==> config.mk <==
export PLATFORM = sky130hd
export DESIGN_NAME = power_fault_supervisor
export DESIGN_NICKNAME = d
export VERILOG_FILES = /design/src/rtl/fsup_pkg.sv /design/src/rtl/fsup_scope.sv /design/src/rtl/fsup_latch.sv /design/src/rtl/fsup_guard.sv /design/src/rtl/power_fault_supervisor.sv
export SDC_FILE = /design/constraint.sdc
export NUM_CORES = 1
export LEC_CHECK = 0
export ABC_AREA = 1
export CELL_PAD_IN_SITES_DETAIL_PLACEMENT = 0
export CELL_PAD_IN_SITES_GLOBAL_PLACEMENT = 1
export CORE_MARGIN = 2
export CORE_UTILIZATION = 34
export CTS_BUF_LIST = sky130_fd_sc_hd__clkbuf_4 sky130_fd_sc_hd__clkbuf_8
export DETAILED_ROUTE_END_ITERATION = 8
export PLACE_DENSITY = 0.86
export REMOVE_ABC_BUFFERS = 1
export SYNTH_ARGS = -nofsm -noshare
export SYNTH_HDL_FRONTEND = slang
export SYNTH_HIERARCHICAL = 1
export SYNTH_SLANG_ARGS = --single-unit
==> constraint.sdc <==
create_clock -name clk -period 4.13 [get_ports clk]
set_input_delay 0.413 -clock clk [delete_from_list [all_inputs] [get_ports clk]]
set_output_delay 0.413 -clock clk [all_outputs]
set_load 0.005 [all_outputs]
==> src/rtl/fsup_pkg.sv <==
package fsup_pkg;
  typedef enum logic [1:0] {
    MODE_BRIDGE   = 2'b00,
    MODE_PARALLEL = 2'b01,
    MODE_SINGLE   = 2'b10,
    MODE_RSVD     = 2'b11
  } out_mode_e;
endpackage

==> src/rtl/fsup_scope.sv <==
module fsup_scope
  import fsup_pkg::*;
#(
  parameter int unsigned N_HB = 4
) (
  input  out_mode_e         mode,
  input  logic [N_HB-1:0]   fault,
  output logic [N_HB-1:0]   kill
);
  localparam int unsigned N_PAIR = N_HB / 2;

  logic [N_PAIR-1:0] pair_hit;

  for (genvar p = 0; p < N_PAIR; p++) begin : g_pair
    assign pair_hit[p] = fault[2*p] | fault[2*p+1];
  end

  always_comb begin
    kill = '0;
    case (mode)
      MODE_BRIDGE: begin
        for (int i = 0; i < N_HB; i++) kill[i] = pair_hit[i/2];
      end
      MODE_SINGLE: kill = fault;
      default:     kill = {N_HB{|fault}};
    endcase
  end
endmodule

==> src/rtl/fsup_latch.sv <==
module fsup_latch #(
  parameter int unsigned N_HB = 4
) (
  input  logic            clk,
  input  logic            rst_n,
  input  logic            amp_rst_n,
  input  logic            temp_crit,
  input  logic [N_HB-1:0] ovl_flag,
  input  logic            uv_any,
  input  logic            clear_ovl,
  output logic            ote_eff,
  output logic [N_HB-1:0] ovl_eff,
  output logic            fault_now
);
  logic            ote_q, ote_d;
  logic [N_HB-1:0] ovl_q, ovl_d;

  always_comb begin
    ote_eff   = ote_q | (temp_crit & amp_rst_n);
    ote_d     = amp_rst_n ? ote_eff : 1'b0;
    ovl_eff   = (clear_ovl ? '0 : ovl_q) | (ovl_flag & {N_HB{amp_rst_n}});
    ovl_d     = ovl_eff;
    fault_now = ote_eff | (|ovl_eff) | uv_any;
  end

  always_ff @(posedge clk or negedge rst_n) begin
    if (!rst_n) begin
      ote_q <= 1'b0;
      ovl_q <= '0;
    end else begin
      ote_q <= ote_d;
      ovl_q <= ovl_d;
    end
  end

  // the critical-temperature latch holds while the amplifier reset stays high
  a_r2_ote_holds: assert property (@(posedge clk) disable iff (!rst_n)
    (ote_q && amp_rst_n) |=> ote_q);

  // no overload latch bit drops unless a clearing edge was accepted
  a_r4_ovl_holds: assert property (@(posedge clk) disable iff (!rst_n)
    !clear_ovl |=> ((ovl_q & $past(ovl_q)) == $past(ovl_q)));
endmodule

==> src/rtl/fsup_guard.sv <==
module fsup_guard #(
  parameter int unsigned GUARD_MS = 4
) (
  input  logic clk,
  input  logic rst_n,
  input  logic amp_rst_n,
  input  logic ms_tick,
  input  logic fault_now,
  output logic accept
);
  localparam int unsigned CW = $clog2(GUARD_MS + 1);
  localparam logic [CW-1:0] CNT_FULL = CW'(GUARD_MS);

  logic [CW-1:0] cnt_q, cnt_d;
  logic          flt_q;
  logic          rin_q;

  always_comb begin
    cnt_d = cnt_q;
    if (fault_now && !flt_q)
      cnt_d = '0;
    else if (ms_tick && (cnt_q != CNT_FULL))
      cnt_d = cnt_q + 1'b1;
    accept = amp_rst_n && !rin_q && (cnt_q == CNT_FULL);
  end

  always_ff @(posedge clk or negedge rst_n) begin
    if (!rst_n) begin
      cnt_q <= CNT_FULL;
      flt_q <= 1'b0;
      rin_q <= 1'b1;
    end else begin
      cnt_q <= cnt_d;
      flt_q <= fault_now;
      rin_q <= amp_rst_n;
    end
  end

  // the guard count never passes its limit
  a_r4_cnt_bound: assert property (@(posedge clk) disable iff (!rst_n)
    cnt_q <= CNT_FULL);

  // the count only restarts or steps by one
  a_r4_cnt_step: assert property (@(posedge clk) disable iff (!rst_n)
    (cnt_q != $past(cnt_q)) |-> ((cnt_q == '0) || (cnt_q == $past(cnt_q) + 1'b1)));
endmodule

==> src/rtl/power_fault_supervisor.sv <==
module power_fault_supervisor
  import fsup_pkg::*;
#(
  parameter int unsigned N_HB     = 4,
  parameter int unsigned N_SUP    = 2,
  parameter int unsigned GUARD_MS = 4
) (
  input  logic             clk,
  input  logic             rst_n,
  input  logic             amp_rst_n,
  input  logic             ms_tick,
  input  logic [1:0]       out_mode,
  input  logic [N_HB-1:0]  ovl_flag,
  input  logic [N_HB-1:0]  bst_uv,
  input  logic [N_SUP-1:0] sup_uv,
  input  logic             temp_warn_lo,
  input  logic             temp_warn_hi,
  input  logic             temp_crit,
  output logic [N_HB-1:0]  hb_en,
  output logic             sd_n,
  output logic             otw1_n,
  output logic             otw2_n
);
  logic            uv_any;
  logic            clear_ovl;
  logic            ote_eff;
  logic [N_HB-1:0] ovl_eff;
  logic [N_HB-1:0] scope_kill;
  logic            fault_now;
  logic            global_off;
  logic            sd_d, otw1_d, otw2_d;

  assign uv_any = |sup_uv;

  fsup_guard #(.GUARD_MS(GUARD_MS)) u_guard (
    .clk       (clk),
    .rst_n     (rst_n),
    .amp_rst_n (amp_rst_n),
    .ms_tick   (ms_tick),
    .fault_now (fault_now),
    .accept    (clear_ovl)
  );

  fsup_latch #(.N_HB(N_HB)) u_latch (
    .clk       (clk),
    .rst_n     (rst_n),
    .amp_rst_n (amp_rst_n),
    .temp_crit (temp_crit),
    .ovl_flag  (ovl_flag),
    .uv_any    (uv_any),
    .clear_ovl (clear_ovl),
    .ote_eff   (ote_eff),
    .ovl_eff   (ovl_eff),
    .fault_now (fault_now)
  );

  fsup_scope #(.N_HB(N_HB)) u_scope (
    .mode  (out_mode_e'(out_mode)),
    .fault (ovl_eff),
    .kill  (scope_kill)
  );

  always_comb begin
    global_off = !amp_rst_n || uv_any || ote_eff;
    hb_en      = global_off ? '0 : ~(scope_kill | bst_uv);
    sd_d       = amp_rst_n ? !fault_now : 1'b1;
    otw1_d     = !temp_warn_lo;
    otw2_d     = !temp_warn_hi;
  end

  always_ff @(posedge clk or negedge rst_n) begin
    if (!rst_n) begin
      sd_n   <= 1'b1;
      otw1_n <= 1'b1;
      otw2_n <= 1'b1;
    end else begin
      sd_n   <= sd_d;
      otw1_n <= otw1_d;
      otw2_n <= otw2_d;
    end
  end

  // warning lines follow the comparators one cycle later
  a_r1_otw1: assert property (@(posedge clk) disable iff (!rst_n)
    1'b1 |=> (otw1_n == !$past(temp_warn_lo)));
  a_r1_otw2: assert property (@(posedge clk) disable iff (!rst_n)
    1'b1 |=> (otw2_n == !$past(temp_warn_hi)));

  // critical temperature pulls shutdown low
  a_r2_crit_sd: assert property (@(posedge clk) disable iff (!rst_n)
    (temp_crit && amp_rst_n) |=> !sd_n);

  // supply undervoltage turns every half-bridge off
  a_r3_uv_hiz: assert property (@(posedge clk) disable iff (!rst_n)
    (|sup_uv) |-> (hb_en == '0));

  // bootstrap undervoltage disables its own half-bridge
  a_r8_bst_own: assert property (@(posedge clk) disable iff (!rst_n)
    (bst_uv & hb_en) == '0);

  // amplifier reset forces Hi-Z and releases shutdown
  a_r9_rst_hiz: assert property (@(posedge clk) disable iff (!rst_n)
    !amp_rst_n |-> (hb_en == '0));
  a_r9_sd_high: assert property (@(posedge clk) disable iff (!rst_n)
    !amp_rst_n |=> sd_n);
endmodule

==> results.ini, run 1 <==
[run_status]
status = finished clean

[sta]
whs_ns = 0.488
finalSetupViolCount = 0
slew_violations = 0
finalCriticalPeriod_ns = 3.12
final_hold_viol_count = 0
fin_skew_ns = 0.00424
worst_slew_pin_slew_ns = 0.568
final.period_utilization_pct = 75.5
timing.fmax_ghz = 0.321
slew_headroom_pct = 62.0
rsz0062_at_grt = no
setup_tns_ns = 0

[floorplan]
die_w_um = 50.0
initial_core_util_pct = 36.2
rows = 16
ios = 26
core_area_um2 = 1980
die-area_um2 = 2500
die_y_um = 50.0

[logic_synthesis]
synth_cell_types = 15
yosysTopAreaCellShare_pct = 27.9
synth.area.top_cells = dfrtp_1 (28%), dfstp_2 (18%), nand2_1 (13%)
ys_seq_area_share_pct = 46.2
ys_warn_count = 6
syn_avg_cell_area_um2 = 7.81
syn_inst = 92
netlist_area_um2 = 718
ys_seq_elements = 13
synth_top_area_cell = dfrtp_1

[final_layout]
nets = 143
drive_above_1_share_pct = 15.7
syn2layout_area_growth_pct = 43.7
num_antenna_cells = 0
finalInstanceArea_um2 = 1030

[global_route]
grt_pass1_vias = 608
antenna_found_initial = 0
grt_use_total_pct = 13.6
grt_pass1_wl_um = 2550
grt_max_degree = 14
grt-ovfl-total = 0

[clock_network]
cts_resized = 0
post-cts-setup-buffer-count = 0
clockBufferDepth = 2
cts_root_buf = clkbuf_4
cts_tree = done
insertion_delay_ns = 0.27
path_clk_slew_ns = 0.07
ctsHoldBuffers = 0
htree_levels = 1
numCtsBuffers = 3
clock-sinks = 13

[drt]
ant_nets = 0
wl_per_cell_um = 10.2
routed_wl_um = 1510
vias_per_cell = 4.45
drt_iter0_markers = 13
route.detailed.drc = 0
dr.pass1.iters = 4
vias = 658

[placed_design]
gp_congestion = 0.725
dp_hpwl_um = 1180
place_area_um2 = 1000
place.port_buffers = 25

[setup_path]
cp-startpoint = amp_rst_n
rr_worst_depth = 14
r2r_slack_ns = 2.26
start_kind = input port
cp.arrival_ns = 2.71
crit_fanout = 10
cp_data_required_time_ns = 3.72
worstSetupPathType = input port to primary output
rr_startpoint = u_guard/cnt_q[0]
crit_path_end_kind = primary output
critPathCapture = hb_en[2]
rr_endpoint = u_guard/cnt_q[1]

[power]
power.density_nw_per_um2 = 362
p_leak_uw = 0.000475
vdd_drop_max_v = 0.000317

[min_path]
hp-class = flop to flop

[run]
drv_cap = 0

-- Yosys cell counts (all sizes together) --
cell type and instances:
dfrtp 8, dfstp 5, ha 2, inv 13
nand2 30, nand3 12, nor2 14, nor3b 1
o21a 1, o21ai 2, or2 4
-- state kept, by name, summed over array words and instances (netlist names) --
name and count:
u_guard/cnt_q 3, u_latch/ote_q 1, u_guard/flt_q 1, u_guard/rin_q 1, u_latch/ovl_q 4, sd_n 1
otw1_n 1, otw2_n 1
-- layer usage --
layer	vias up	wire length, µm	track usage [%]
met2	10	754	23.1
met5	-	0	0
met4	0	6	1.39
met1	306	696	17.2
li1	340	-	-
met3	2	50	4.55
-- stage by stage --
step                instances  setup WS (ns)  util [%]  total power, µW
floorplan                  92           2.06         -              252
global placement          144           1.04      50.6              290
detailed placement        144           1.01      50.6              294
CTS                       148           1.01      52.1              379
global route              148          0.808      52.1              410
finish                    148           1.01      52.1              374
-- cells by family (layout without fill, tap and decap cells) --
| logic type | Yosys count | after routing | synth area share [%] |
|---|---|---|---|
| compound gates | 3 | 3 | 2.44 |
| fa+ha+maj | 2 | 2 | 3.48 |
| buf+inv | 13 | 42 | 6.79 |
| flops | 13 | 13 | 46.2 |
| simple gates | 61 | 61 | 41.1 |
-- worst max-delay path, cell delays in order --
cell and delay [ns]:
clkdlybuf4s50_1 0.65, nor3b_2 0.21, inv_1 0.09, nand2_1 0.06, nand2_1 0.10, nor2_1 0.12
nand2_1 0.05, nand2_1 0.11, nand3_1 0.08, or2_1 0.21, nor2_1 0.10, clkdlybuf4s50_1 0.51
-- layout make-up --
type | instances | area [µm²]
clock buffer | 4 | 30.0
tap | 27 | 33.8
multi-input combinational | 66 | 338
sequential | 13 | 332
timing repair buffer | 25 | 250
inverter | 13 | 48.8
fill | 184 | 950
-- power by group --
part / internal [µW] / switching (µW) / total [µW]
Clock: 43.9 / 38.1 / 82.0
Sequential: 157 / 16.8 / 174
Combinational: 53.8 / 64.2 / 118
-- cells in the final DEF (no fill, tap or decap) --
cell type,synthesis,routed
clkdlybuf4s50_1,0,25
nand2_1,24,24
inv_1,13,13
nand3_1,12,12
nor2_1,11,11
dfrtp_1,8,8
nand2_2,5,5
dfstp_2,5,5
or2_1,4,4
clkbuf_4,0,4
nor2_2,2,2
ha_1,2,2
o21ai_1,2,2
nor3b_2,1,1
nand2_4,1,1
nor2_4,1,1
o21a_1,1,1
-- worst min-delay path by stage --
stage                       start               end  slack (ns)  depth (start not counted)
CTS                 u_latch/ote_q     u_latch/ote_q        0.50                          1
detailed placement  u_latch/ote_q     u_latch/ote_q        0.48                          1
global route        u_latch/ote_q     u_latch/ote_q        0.52                          1
floorplan                   rst_n  u_guard/cnt_q[0]        0.12                          0
global placement    u_latch/ote_q     u_latch/ote_q        0.46                          1
finish              u_latch/ote_q     u_latch/ote_q        0.49                          1
Power figures use the tool's default switching activity.
==> run 2: changes to the inputs <==
- CORE_UTILIZATION: 34 -> 29
- PLACE_DENSITY: 0.86 -> 0.78
- clock period: 4.13 -> 2.7 ns (I/O delays scaled with it)
==> results.ini, run 2 (synthesis results as in run 1) <==
[run_status]
status = finished clean

[drt]
vias_per_cell = 4.17  ; -6.2%
route.detailed.drc = 0  ; unchanged
routed_wl_um = 1430  ; -5.1%
dr.pass1.iters = 2  ; -2
wl_per_cell_um = 9.29  ; -8.8%
drt_iter0_markers = 4  ; -9
ant_nets = 0  ; unchanged
vias = 642  ; -2.4%

[power]
p_leak_uw = 0.000495  ; +4.2%
vdd_drop_max_v = 0.000380  ; +20%
p_total_uw = 587  ; +57%
power.density_nw_per_um2 = 561  ; +55%

[setup_path]
crit_chain = inv_1 > ha_1 > nand2_2 > nor3b_2 > inv_2 > nand2_1 > nand2_2 > nor2_1 > nand2_1 > nand2_2 > nand3_1 > or2_1 > nor2_1 > clkbuf_2
rr_worst_depth = 15  ; +1
crit_path_end_kind = primary output
start_kind = flop
path_depth = 14  ; +2
cp_data_required_time_ns = 2.43  ; -1.29 ns
worstSetupPathType = flop to primary output
cpLargestDelayFamily = simple AND/OR/NAND/NOR gates
cp.arrival_ns = 2.13  ; -0.58 ns
cp-startpoint = u_guard/cnt_q[0]
cp_common_cell = nand2_2
crit_fanout = 5  ; -5
slowest_delay_ns = 0.39  ; -0.26 ns
rr_startpoint = u_guard/cnt_q[0]
critPathSlowestCell = dfrtp_1
critPathBufInv = 3  ; unchanged

[global_route]
grt_use_total_pct = 12.1  ; -1.5 points
grt_pass1_vias = 598  ; -1.6%
antenna_found_initial = 0  ; unchanged
grt_max_degree = 14  ; unchanged
grt-ovfl-total = 0  ; unchanged
grt_pass1_wl_um = 2530  ; -0.82%

[placed_design]
place.port_buffers = 25  ; unchanged
gp_congestion = 0.720  ; -0.69%
dp_hpwl_um = 1170  ; -1.1%
dp.cells = 149  ; +3.5%

[sta]
finalCriticalPeriod_ns = 2.40
worst_slew_pin_slew_ns = 0.564  ; -0.00354 ns
slew_headroom_pct = 62.3  ; +0.24 points
whs_ns = 0.360  ; -0.127 ns
final.period_utilization_pct = 88.7
setup_tns_ns = 0  ; unchanged
finalSetupViolCount = 0  ; unchanged
rsz0062_at_grt = no
slew_violations = 0  ; unchanged
final_hold_viol_count = 0  ; unchanged
fin_skew_ns = 0.00809  ; +0.00385 ns
timing.fmax_ghz = 0.418

[final_layout]
largest-register = u_latch/ovl_q
nFillCells = 237  ; +29%
drive_above_1_share_pct = 24.2  ; +8.5 points
regArea_um2 = 332  ; unchanged
syn2layout_area_growth_pct = 45.6
reg.largest.list = u_latch/ovl_q x4, u_guard/cnt_q x3
nets = 146  ; +2.1%
final_cell_mix = nand2_1 (21), clkdlybuf4s50_1 (21), inv_1 (12), nand3_1 (12), nor2_1 (11)
multi_input_area_um2 = 345  ; +2.2%
final_cells = 154  ; +4.1%
num_antenna_cells = 0  ; unchanged
largest_reg_flops = 4  ; unchanged

[floorplan]
core_area_um2 = 2410  ; +22%
die_y_um = 53.8  ; +7.6%
die_w_um = 53.8  ; +7.6%
initial_core_util_pct = 29.8  ; -6.4 points
ios = 26  ; unchanged
rows = 18  ; +2
die-area_um2 = 2890  ; +16%

[clock_network]
clock-sinks = 13  ; unchanged
path_clk_slew_ns = 0.08  ; about the same
numCtsBuffers = 3  ; unchanged
cts_root_buf = clkbuf_4
ctsHoldBuffers = 0  ; unchanged
cts_tree = done
clockBufferDepth = 2  ; unchanged
insertion_delay_ns = 0.27  ; about the same
htree_levels = 1  ; unchanged

[min_path]
hp-class = input port to async pin

[run]
drv_cap = 0  ; unchanged

## run 2: changes by cell type in the layout (fill, tap and decap cells not counted), sizes merged
cell / change
clkbuf: +4
clkdlybuf4s50: -4
buf: +3
## run 2: area by class of cell
class	instances	area share, %
inverter	13	4.67
multi-input combinational	66	33.0
clock buffer	4	2.87
timing repair buffer	28	24.2
tap	30	3.59
sequential	13	31.7
## run 2: timing repair
action	4_1_cts	5_1_grt
setup buffers	1	0
pin swaps	0	0
hold endpoints to repair	0	0
gates resized for setup	6	10
cloned	0	0
endpoints found under the setup margin	4	4
## run 2: path summary, 6_finish.rpt
check,end,slack [ns]
worst max-delay path,hb_en[2],0.30
worst min-delay path,u_guard/cnt_q[1],0.36
worst max register to register,u_guard/cnt_q[0],0.80
worst min register to register,u_latch/ote_q,0.48
max in group asynchronous,u_guard/rin_q,1.96
min in group clk,u_latch/ote_q,0.48
## run 2: per-stage QoR
stage               area (µm²)  utilization, %  setup slack, ns
floorplan                  718               -            0.774
global placement          1020            42.4            0.107
detailed placement        1020            42.4            0.123
CTS                       1060            43.9            0.162
global route              1050            43.4           0.0515
finish                    1050            43.4            0.305
## run 2: layer usage
layer | global-route usage (%) | up-vias | share of wire, % | wire length, µm
met1 | 16.1 | 283 | 48 | 691
met4 | 1.28 | 0 | 0 | 0
met2 | 18.5 | 10 | 46 | 665
met5 | 0 | - | 0 | 0
li1 | - | 349 | - | -
met3 | 5.56 | 0 | 5.1 | 73
## run 2: power breakdown
part | switching (µW) | internal [µW]
clock network | 55.6 | 67.2
registers | 23.3 | 240
logic | 105 | 95.7
total | 184 | 403
